<file path="src/rtl/i2c_resp_pkg.sv">
package i2c_resp_pkg;
  localparam int unsigned ADDR_W = 7;
  localparam int unsigned BYTE_W = 8;
  localparam int unsigned BCNT_W = $clog2(BYTE_W + 1);
  localparam logic [ADDR_W-1:0] GC_ADDR = '0;

  typedef enum logic [3:0] {
    ST_IDLE,
    ST_ADDR,
    ST_ADDR_ACK,
    ST_RX_BYTE,
    ST_RX_ACK,
    ST_TX_WAIT,
    ST_TX_BYTE,
    ST_TX_ACK,
    ST_IGNORE
  } resp_state_e;
endpackage

</file>
<file path="src/rtl/i2c_line_sync.sv">
module i2c_line_sync #(
  parameter int unsigned LINES  = 2,
  parameter int unsigned STAGES = 2
) (
  input  logic             clk,
  input  logic             rst_n,
  input  logic [LINES-1:0] d,
  output logic [LINES-1:0] q
);
  logic [LINES-1:0] stg [STAGES];

  for (genvar s = 0; s < STAGES; s++) begin : g_stage
    if (s == 0) begin : g_first
      always_ff @(posedge clk or negedge rst_n) begin
        if (!rst_n) stg[s] <= '1;
        else        stg[s] <= d;
      end
    end else begin : g_next
      always_ff @(posedge clk or negedge rst_n) begin
        if (!rst_n) stg[s] <= '1;
        else        stg[s] <= stg[s-1];
      end
    end
  end

  assign q = stg[STAGES-1];
endmodule

</file>
<file path="src/rtl/i2c_cond_det.sv">
module i2c_cond_det (
  input  logic clk,
  input  logic rst_n,
  input  logic scl_s,
  input  logic sda_s,
  output logic start_o,
  output logic stop_o,
  output logic scl_rise_o,
  output logic scl_fall_o
);
  logic scl_q, sda_q;

  always_ff @(posedge clk or negedge rst_n) begin
    if (!rst_n) begin
      scl_q <= 1'b1;
      sda_q <= 1'b1;
    end else begin
      scl_q <= scl_s;
      sda_q <= sda_s;
    end
  end

  assign start_o    = scl_s & scl_q & sda_q & ~sda_s;
  assign stop_o     = scl_s & scl_q & ~sda_q & sda_s;
  assign scl_rise_o = scl_s & ~scl_q;
  assign scl_fall_o = ~scl_s & scl_q;
endmodule

</file>
<file path="src/rtl/i2c_resp_fsm.sv">
module i2c_resp_fsm
  import i2c_resp_pkg::*;
(
  input  logic              clk,
  input  logic              rst_n,
  input  logic              enable,
  input  logic [ADDR_W-1:0] own_addr,
  input  logic              sda_s,
  input  logic              start_i,
  input  logic              stop_i,
  input  logic              scl_rise_i,
  input  logic              scl_fall_i,
  input  logic [BYTE_W-1:0] tx_data,
  input  logic              tx_valid,
  output logic              sda_oe,
  output logic              scl_hold,
  output logic [BYTE_W-1:0] rx_data,
  output logic              rx_valid,
  output logic              gc_flag,
  output logic              dir_flag,
  output logic              selected
);
  localparam logic [BCNT_W-1:0] LAST_BIT = BCNT_W'(BYTE_W - 1);

  resp_state_e       state_q, state_d;
  logic [BCNT_W-1:0] bcnt_q, bcnt_d;
  logic [BYTE_W-1:0] shreg_q, shreg_d;
  logic [BYTE_W-1:0] rxd_q, rxd_d;
  logic              phase_q, phase_d;
  logic              sda_q, sda_d;
  logic              hold_q, hold_d;
  logic              rxv_q, rxv_d;
  logic              gc_q, gc_d;
  logic              dir_q, dir_d;
  logic              own_hit, gc_hit;

  always_comb begin
    state_d = state_q;
    bcnt_d  = bcnt_q;
    shreg_d = shreg_q;
    rxd_d   = rxd_q;
    phase_d = phase_q;
    sda_d   = sda_q;
    rxv_d   = 1'b0;
    gc_d    = gc_q;
    dir_d   = dir_q;
    own_hit = 1'b0;
    gc_hit  = 1'b0;

    if (!enable) begin
      state_d = ST_IDLE;
      bcnt_d  = '0;
      phase_d = 1'b0;
      sda_d   = 1'b0;
      gc_d    = 1'b0;
      dir_d   = 1'b0;
    end else if (start_i) begin
      state_d = ST_ADDR;
      bcnt_d  = '0;
      phase_d = 1'b0;
      sda_d   = 1'b0;
      gc_d    = 1'b0;
      dir_d   = 1'b0;
    end else if (stop_i) begin
      state_d = ST_IDLE;
      phase_d = 1'b0;
      sda_d   = 1'b0;
    end else begin
      unique case (state_q)
        ST_ADDR: begin
          if (scl_rise_i) begin
            shreg_d = {shreg_q[BYTE_W-2:0], sda_s};
            bcnt_d  = bcnt_q + 1'b1;
            if (bcnt_q == LAST_BIT) begin
              own_hit = (shreg_d[BYTE_W-1:1] == own_addr);
              gc_hit  = (shreg_d[BYTE_W-1:1] == GC_ADDR) && !shreg_d[0];
              if (own_hit || gc_hit) begin
                state_d = ST_ADDR_ACK;
                phase_d = 1'b0;
                dir_d   = shreg_d[0];
                gc_d    = gc_hit && !own_hit;
              end else begin
                state_d = ST_IGNORE;
              end
            end
          end
        end
        ST_ADDR_ACK, ST_RX_ACK: begin
          if (scl_fall_i) begin
            if (!phase_q) begin
              sda_d   = 1'b1;
              phase_d = 1'b1;
            end else begin
              sda_d   = 1'b0;
              phase_d = 1'b0;
              bcnt_d  = '0;
              state_d = (state_q == ST_ADDR_ACK && dir_q) ? ST_TX_WAIT : ST_RX_BYTE;
            end
          end
        end
        ST_RX_BYTE: begin
          if (scl_rise_i) begin
            shreg_d = {shreg_q[BYTE_W-2:0], sda_s};
            bcnt_d  = bcnt_q + 1'b1;
            if (bcnt_q == LAST_BIT) begin
              rxd_d   = shreg_d;
              rxv_d   = 1'b1;
              phase_d = 1'b0;
              state_d = ST_RX_ACK;
            end
          end
        end
        ST_TX_WAIT: begin
          if (tx_valid) begin
            shreg_d = tx_data;
            sda_d   = ~tx_data[BYTE_W-1];
            bcnt_d  = '0;
            state_d = ST_TX_BYTE;
          end
        end
        ST_TX_BYTE: begin
          if (scl_fall_i) begin
            if (bcnt_q == LAST_BIT) begin
              sda_d   = 1'b0;
              phase_d = 1'b0;
              state_d = ST_TX_ACK;
            end else begin
              bcnt_d  = bcnt_q + 1'b1;
              shreg_d = {shreg_q[BYTE_W-2:0], 1'b0};
              sda_d   = ~shreg_d[BYTE_W-1];
            end
          end
        end
        ST_TX_ACK: begin
          if (scl_rise_i) begin
            if (sda_s) state_d = ST_IDLE;
            else       phase_d = 1'b1;
          end else if (scl_fall_i && phase_q) begin
            phase_d = 1'b0;
            state_d = ST_TX_WAIT;
          end
        end
        default: ;
      endcase
    end

    hold_d = enable && (state_q == ST_TX_WAIT) &&
             (state_d == ST_TX_WAIT || state_d == ST_TX_BYTE);
  end

  always_ff @(posedge clk or negedge rst_n) begin
    if (!rst_n) begin
      state_q <= ST_IDLE;
      bcnt_q  <= '0;
      shreg_q <= '0;
      rxd_q   <= '0;
      phase_q <= 1'b0;
      sda_q   <= 1'b0;
      hold_q  <= 1'b0;
      rxv_q   <= 1'b0;
      gc_q    <= 1'b0;
      dir_q   <= 1'b0;
    end else begin
      state_q <= state_d;
      bcnt_q  <= bcnt_d;
      shreg_q <= shreg_d;
      phase_q <= phase_d;
      sda_q   <= sda_d;
      hold_q  <= hold_d;
      rxv_q   <= rxv_d;
      gc_q    <= gc_d;
      dir_q   <= dir_d;
      if (rxv_d) rxd_q <= rxd_d;
    end
  end

  assign sda_oe   = sda_q;
  assign scl_hold = hold_q;
  assign rx_data  = rxd_q;
  assign rx_valid = rxv_q;
  assign gc_flag  = gc_q;
  assign dir_flag = dir_q;
  assign selected = (state_q == ST_ADDR_ACK) || (state_q == ST_RX_BYTE) ||
                    (state_q == ST_RX_ACK)   || (state_q == ST_TX_WAIT) ||
                    (state_q == ST_TX_BYTE)  || (state_q == ST_TX_ACK);
endmodule

</file>
<file path="src/rtl/i2c_addr_responder.sv">
module i2c_addr_responder
  import i2c_resp_pkg::*;
#(
  parameter int unsigned SYNC_STAGES = 2
) (
  input  logic              clk,
  input  logic              rst_n,
  input  logic              enable,
  input  logic [ADDR_W-1:0] own_addr,
  input  logic              scl_in,
  input  logic              sda_in,
  output logic              scl_hold,
  output logic              sda_oe,
  output logic [BYTE_W-1:0] rx_data,
  output logic              rx_valid,
  input  logic [BYTE_W-1:0] tx_data,
  input  logic              tx_valid,
  output logic              selected,
  output logic              dir_flag,
  output logic              gc_flag
);
  logic [1:0] rst_pipe;
  logic       rst_ns;
  logic [1:0] line_s;
  logic       scl_s, sda_s;
  logic       start_w, stop_w, rise_w, fall_w;

  always_ff @(posedge clk or negedge rst_n) begin
    if (!rst_n) rst_pipe <= '0;
    else        rst_pipe <= {rst_pipe[0], 1'b1};
  end
  assign rst_ns = rst_pipe[1];

  i2c_line_sync #(.LINES(2), .STAGES(SYNC_STAGES)) sync_i (
    .clk   (clk),
    .rst_n (rst_ns),
    .d     ({sda_in, scl_in}),
    .q     (line_s)
  );
  assign scl_s = line_s[0];
  assign sda_s = line_s[1];

  i2c_cond_det cond_i (
    .clk        (clk),
    .rst_n      (rst_ns),
    .scl_s      (scl_s),
    .sda_s      (sda_s),
    .start_o    (start_w),
    .stop_o     (stop_w),
    .scl_rise_o (rise_w),
    .scl_fall_o (fall_w)
  );

  i2c_resp_fsm fsm_i (
    .clk        (clk),
    .rst_n      (rst_ns),
    .enable     (enable),
    .own_addr   (own_addr),
    .sda_s      (sda_s),
    .start_i    (start_w),
    .stop_i     (stop_w),
    .scl_rise_i (rise_w),
    .scl_fall_i (fall_w),
    .tx_data    (tx_data),
    .tx_valid   (tx_valid),
    .sda_oe     (sda_oe),
    .scl_hold   (scl_hold),
    .rx_data    (rx_data),
    .rx_valid   (rx_valid),
    .gc_flag    (gc_flag),
    .dir_flag   (dir_flag),
    .selected   (selected)
  );
endmodule

</file>
<file path="config.mk">
export PLATFORM = sky130hd
export DESIGN_NAME = i2c_addr_responder
export DESIGN_NICKNAME = d
export VERILOG_FILES = /design/src/rtl/i2c_resp_pkg.sv /design/src/rtl/i2c_line_sync.sv /design/src/rtl/i2c_cond_det.sv /design/src/rtl/i2c_resp_fsm.sv /design/src/rtl/i2c_addr_responder.sv
export SDC_FILE = /design/constraint.sdc
export NUM_CORES = 1
export LEC_CHECK = 0
export CAP_MARGIN = 0
export CORE_AREA = 4 4 76 78
export CTS_BUF_LIST = sky130_fd_sc_hd__clkbuf_16
export DETAILED_ROUTE_END_ITERATION = 8
export DIE_AREA = 0 0 80 82
export GPL_ROUTABILITY_DRIVEN = 0
export PLACE_DENSITY_LB_ADDON = 0.08
export SLEW_MARGIN = 20
export SYNTH_ARGS = -nofsm -noshare
export SYNTH_HDL_FRONTEND = slang
export SYNTH_SLANG_ARGS = --single-unit
</file>
<file path="constraint.sdc">
create_clock -name clk -period 1.15 [get_ports clk]
set_input_delay 0.23 -clock clk [delete_from_list [all_inputs] [get_ports clk]]
set_output_delay 0.23 -clock clk [all_outputs]
set_load 0.01 [all_outputs]
</file>
; Word-level counts from Yosys, hierarchy flattened
; Index checks and enable logic that the tools add are counted.
[op_classes]
n_addsub = 1
n_eq_ne = 38
n_mux = 75
bitwise_logic = 15
n_reduce_logical = 25
[op_table]
columns = op, n
row1 = 4-bit two-way mux, 25
row2 = 1-bit two-way mux, 40
row3 = "5-bit by 2-bit inequality test with 1-bit output, second input constant", 6
row4 = "4-bit by 3-bit == test with 1-bit output, second input constant", 7
row5 = 7-bit two-way mux, 4
row6 = 4-bit one-hot mux with 6 select lines, 1
row7 = 7-bit one-hot mux with 3 select lines, 1
row8 = "4-bit by 2-bit inequality test with 1-bit output, second input constant", 4
row9 = 4-bit one-hot mux with 4 select lines, 1
row10 = 8-bit AND reduction, 2
row11 = "3-bit by 1-bit inequality test with 1-bit output, second input constant", 4
row12 = "6-bit by 2-bit inequality test with 1-bit output, second input constant", 2
row13 = 9-bit AND reduction, 1
row14 = "4-bit by 2-bit == test with 1-bit output, second input constant", 2
row15 = "4-bit by 3-bit inequality test with 1-bit output, second input constant", 2
row16 = "8-bit by 1-bit inequality test with 1-bit output, second input constant", 1
row17 = 1-bit NOT, 8
row18 = 1-bit bitwise AND, 7
row19 = 7-bit == test, 1
row20 = 7-bit zero test, 1
row21 = 1-bit logical OR, 7
row22 = 7-bit AND reduction, 1
row23 = 1-bit logical AND, 6
row24 = "6-bit by 1-bit inequality test with 1-bit output, second input constant", 1
row25 = 15 further kinds, 19
[totals]
ff_bits = 37
inputBits = 21
out_inout_bits = 14
elab_cells = 169

; Logic depth before layout (Yosys ltp)
[logic_depth]
word_depth = 13
depth_mapped = 8

; By module
; A second synthesis with hierarchy kept.
[unflattened]
cells_unflattened = 230
area_unflattened_um2 = 2155.8
[by_module_without_submodules]
columns = mod, n_inst, cells_each, area_per_inst_um2, seq_area_each_um2
row1 = i2c_resp_fsm, 1, 215, 1894.3, 725.7
row2 = i2c_line_sync, 1, 6, 120.1, 105.1
row3 = i2c_cond_det, 1, 6, 87.6, 52.6
row4 = i2c_addr_responder, 1, 3, 53.8, 50.0

; Least setup slack after synthesis
; Ideal clock, no wire load.
[synth_timing]
kind = flip-flop to flip-flop
from = register sync_i.stg, in the netlist sync_i.q[0]
to = register fsm_i.rxd_q[0], in the netlist fsm_i.rx_data[0]
arrival_time_ns = 1.659
required_ns = 1.025
path_slack_ns = -0.634
path_stages_with_launch = 6
path_buffers = 1
cell_sequence = dfstp_2 -> buf_4 -> nor2b_4 -> nand3_1 -> nor3_4 -> mux2_2
[synth_between]
elab_chain_len = 7
[synth_rtl]
columns = item, line
row1 = start: declaration, i2c_line_sync.sv:10  ; logic [LINES-1:0] stg [STAGES];
row2 = start signal: indexed assignment, i2c_line_sync.sv:21  ; else stg[s] <= stg[s-1];
row3 = "1-bit bitwise AND, on equally long branches", "i2c_cond_det.sv:25, i2c_cond_det.sv:23, i2c_cond_det.sv:24"
row4 = 1-bit two-way mux or 1-bit bitwise AND (tied branches), "i2c_resp_fsm.sv:102, i2c_cond_det.sv:24"
row5 = 1-bit two-way mux or 1-bit bitwise AND (tied branches), "i2c_resp_fsm.sv:69, i2c_cond_det.sv:24"
row6 = 1-bit two-way mux, i2c_resp_fsm.sv:64  ; end else if (stop_i) begin
row7 = 1-bit two-way mux (*), i2c_resp_fsm.sv:57  ; end else if (start_i) begin
row8 = 1-bit two-way mux (*), i2c_resp_fsm.sv:50  ; if (!enable) begin
row9 = named net fsm_i.rxv_d, i2c_resp_fsm.sv:32  ; logic rxv_q, rxv_d;
row10 = 7-bit AND reduction (no source line) (*), --
row11 = end signal: assignment, i2c_resp_fsm.sv:173  ; if (rxv_d) rxd_q <= rxd_d;
row12 = end: declaration, i2c_resp_fsm.sv:28  ; logic [BYTE_W-1:0] rxd_q, rxd_d;
; The timed path passes the listed nets; every way through them passes the cells marked *.
; A chain may end at the register's enable or synchronous reset.

; Final worst setup path
[layout_timing]
from = register sync_i.stg, in the netlist sync_i.q[0]
to = register fsm_i.state_q[1]
[layout_between]
elab_chain_len = 9
[layout_rtl]
columns = item, line
row1 = 1-bit NOT, i2c_cond_det.sv:26  ; assign scl_fall_o = ~scl_s & scl_q;
row2 = 1-bit bitwise AND, i2c_cond_det.sv:26
row3 = 1-bit logical AND, i2c_resp_fsm.sv:138  ; end else if (scl_fall_i && phase_q) begin
row4 = 4-bit two-way mux, i2c_resp_fsm.sv:138
row5 = 4-bit two-way mux, i2c_resp_fsm.sv:135  ; if (scl_rise_i) begin
row6 = 4-bit one-hot mux with 6 select lines, i2c_resp_fsm.sv:69  ; unique case (state_q)
row7 = 4-bit two-way mux, i2c_resp_fsm.sv:64
row8 = 4-bit two-way mux (*), i2c_resp_fsm.sv:57
row9 = 4-bit two-way mux (*), i2c_resp_fsm.sv:50
row10 = named net fsm_i.state_d[1], i2c_resp_fsm.sv:25  ; resp_state_e state_q, state_d;
row11 = end signal: assignment, i2c_resp_fsm.sv:164  ; state_q <= state_d;
row12 = end: declaration, i2c_resp_fsm.sv:25
; Marked as above.

==> flow_summary.ini <==
[global_route]
gr-usage-met1 = 0.265
grt_first_pass_wirelength_mm = 11.1
grt.overflow.total = 0
grtUsageTotal = 0.221
use_met2 = 0.382
grt-busiest-layer = met2
grt_max_degree = 36
first_global_vias = 2319
use_met3 = 0.0461
antenna_found_initial = 0

[cts]
hold_buffers = 0
ctsLongestPathBuffers = 2
ctsRootBufferMaster = clkbuf_16
insertion_delay_ps = 280
h-tree-depth = 2
cts_tree = yes
numCtsBuffers = 5
clock-sinks = 37
clkTransAtPathRegs_ps = 60

[finish]
regArea_um2 = 938
multi_input_area_mm2 = 0.00154
diodes = 0
final_area_mm2 = 0.00393
fin_nets = 369
area_growth_pct = 77.5
final.fill_count = 331
utilization = 0.775
drive_gt1_frac = 0.569

[setup_path]
cp-end-kind = register
crit_fanout = 4
crit_arrival_ps = 2070
required_ps = 1330
startpoint_type = register
critical_path_class = register to register

[synthesis]
synth_top_cell_area_share = 0.350
ys_async_sr_fraction = 1.00
synth_edf_count = 0
synth_cells = 224
synth.most_common_cell = dfrtp_1
yosysWarnings = 0
ys_ff_latch = 37
seq_area_frac_synth = 0.421
ys_top_cells_by_area = dfrtp_1, dfstp_2, a21oi_1
synth_top_family_by_area = simple AND/OR/NAND/NOR gates
yosys-mux-area-fraction = 0.0678
ys.flop_type = dfrtp_1
synth_fp_nets = 246
synth_common_cells = dfrtp_1, nor2_1, a21oi_1
yosys.area_share.simple = 0.213
syn_area_per_cell_um2 = 9.89
synth_fa_ha_area_frac = 0.00565
syn_area_mm2 = 0.00222
synth_xor_area_frac = 0.0350
yosysTopAreaCell = dfrtp_1
synth_compound_area_frac = 0.204
synth_cell_types = 58

[sta]
slew_violations = 0
setup_slack_ps = -743
post-route-period-util = 1.65
setup_viol = 30
holdWs_ps = 105
fmax_ghz = 0.528
grt_setup_unrepaired = true
finalWorstPathRequiredPeriod_ps = 1890
finalSetupTns_ps = -18050
finClkSkew_ps = 4.54
final-hold-violation-count = 0

[job]
drv_cap = 0

[route]
drt-initial-drc-count = 131
wire_per_inst_um = 18.7
vias = 2318
drc = 0
drtPass1Iterations = 4
routed_wl_mm = 7.81
viasPerCell = 5.55
antenna_left = 0

[outcome]
status = finished, violations left
violations = setup timing

[placed_design]
port_buffers = 34
place_area_mm2 = 0.00318
dp_hpwl_mm = 4.67

[floorplanning]
io-pin-count = 35
start_util = 0.437
core_area_mm2 = 0.00507
rows = 26
fp.dieH_um = 82
die_w_um = 80
dieArea_mm2 = 0.00656

[power_and_ir_drop]
pwr-share-seq = 0.280
p_int_w = 0.00399
clkPwrFrac = 0.305
combPwrFrac = 0.415
netSwitchingPower_w = 0.00191
powerDensity_mw_per_mm2 = 1500
p_sw_frac = 0.324
ir_drop_uv = 1090
leakagePower_nw = 1.63

[min_path]
hold_class = input port to async pin
==> power groups by stage <==
stage          combinational, W  sequential, W  clock (W)
2_1_floorplan           0.00101        0.00168          0
3_3_place_gp            0.00181        0.00166          0
3_5_place_dp            0.00182        0.00166          0
4_1_cts                 0.00209        0.00164    0.00182
5_1_grt                 0.00262        0.00167    0.00189
6_report                0.00245        0.00165    0.00180
==> per-stage QoR <==
step                      total power (W)  setup WS (ps)  instances
after floorplan                   0.00270           -572        224
after global placement            0.00347           -665        387
after detailed placement          0.00349           -701        387
after CTS                         0.00555           -643        408
after global routing              0.00619           -827        418
final                             0.00591           -743        418
==> registers in the layout, summed over array words and instances, names as in the netlist <==
signal	cells
fsm_i.shreg_q	7
sync_i.q	2
fsm_i.state_q	4
fsm_i.sda_oe	1
fsm_i.gc_flag	1
fsm_i.phase_q	1
fsm_i.bcnt_q	4
sync_i.stg	2
fsm_i.dir_flag	1
fsm_i.rx_valid	1
cond_i.scl_q	1
rst_pipe	2
fsm_i.rx_data	8
fsm_i.scl_hold	1
cond_i.sda_q	1
==> routing by layer <==
layer | part of all wire | up-vias
li1 | - | 1064
met1 | 0.41 | 1126
met2 | 0.49 | 92
met3 | 0.051 | 36
met4 | 0.046 | 0
met5 | 0 | -
==> logic make-up after synthesis <==
kind of cell | count (synthesis)
AOI/OAI and AO/OA | 63
buffers and inverters | 17
other | 1
xor gates and xnor gates | 8
and+or+nand+nor | 83
adders and majority gates | 1
DFF | 37
muxes | 14
==> placed cells by master (no fill, tap or decap), types with 5 or more instances in the layout <==
cell	Yosys	layout
mux2i_1	6	6
a21oi_1	17	7
mux2_4	0	8
buf_4	7	67
clkdlybuf4s15_1	0	6
dfrtp_1	31	27
buf_6	3	22
xnor2_1	7	7
a21oi_2	0	10
nor2_2	3	6
clkbuf_16	0	5
nor2_4	0	6
nor2_1	21	12
nand2_1	14	8
o21ai_1	0	6
clkbuf_2	1	6
clkdlybuf4s50_1	0	20
dfstp_2	6	6
==> final timing paths <==
path,from,to,slack (ps),depth (start not counted)
worst max-delay path,sync_i.q[0],fsm_i.state_q[1],-740,5
worst min-delay path,rst_n,rst_pipe[0],100,1
worst max register to register,sync_i.q[0],fsm_i.state_q[1],-740,5
worst min register to register,rst_pipe[1],fsm_i.rx_data[0],240,1
max in group asynchronous,rst_pipe[1],cond_i.sda_q,660,1
min in group clk,sda_in,sync_i.stg[3],350,1
==> critical path: stages (launching register included) <==
cell and delay, ps:
dfstp_2 560, and3b_2 260, and3_1 230, o21ai_0 350
a22oi_2 140, a221oi_2 240
==> timing repair <==
item	in CTS	in global routing
setup buffers	13	12
pin swaps	13	19
gates resized for setup	71	74
endpoints found under the setup margin	43	37
==> final cells by class <==
cell class / instances / share of cell area
Clock buffer: 5 / 0.0318
Clock inverter: 3 / 0.0175
Inverter: 6 / 0.00732
Multi-Input combinational cell: 170 / 0.392
Sequential cell: 37 / 0.239
Tap cell: 70 / 0.0223
Timing Repair Buffer: 127 / 0.290
(Power assumes the default switching activity.)
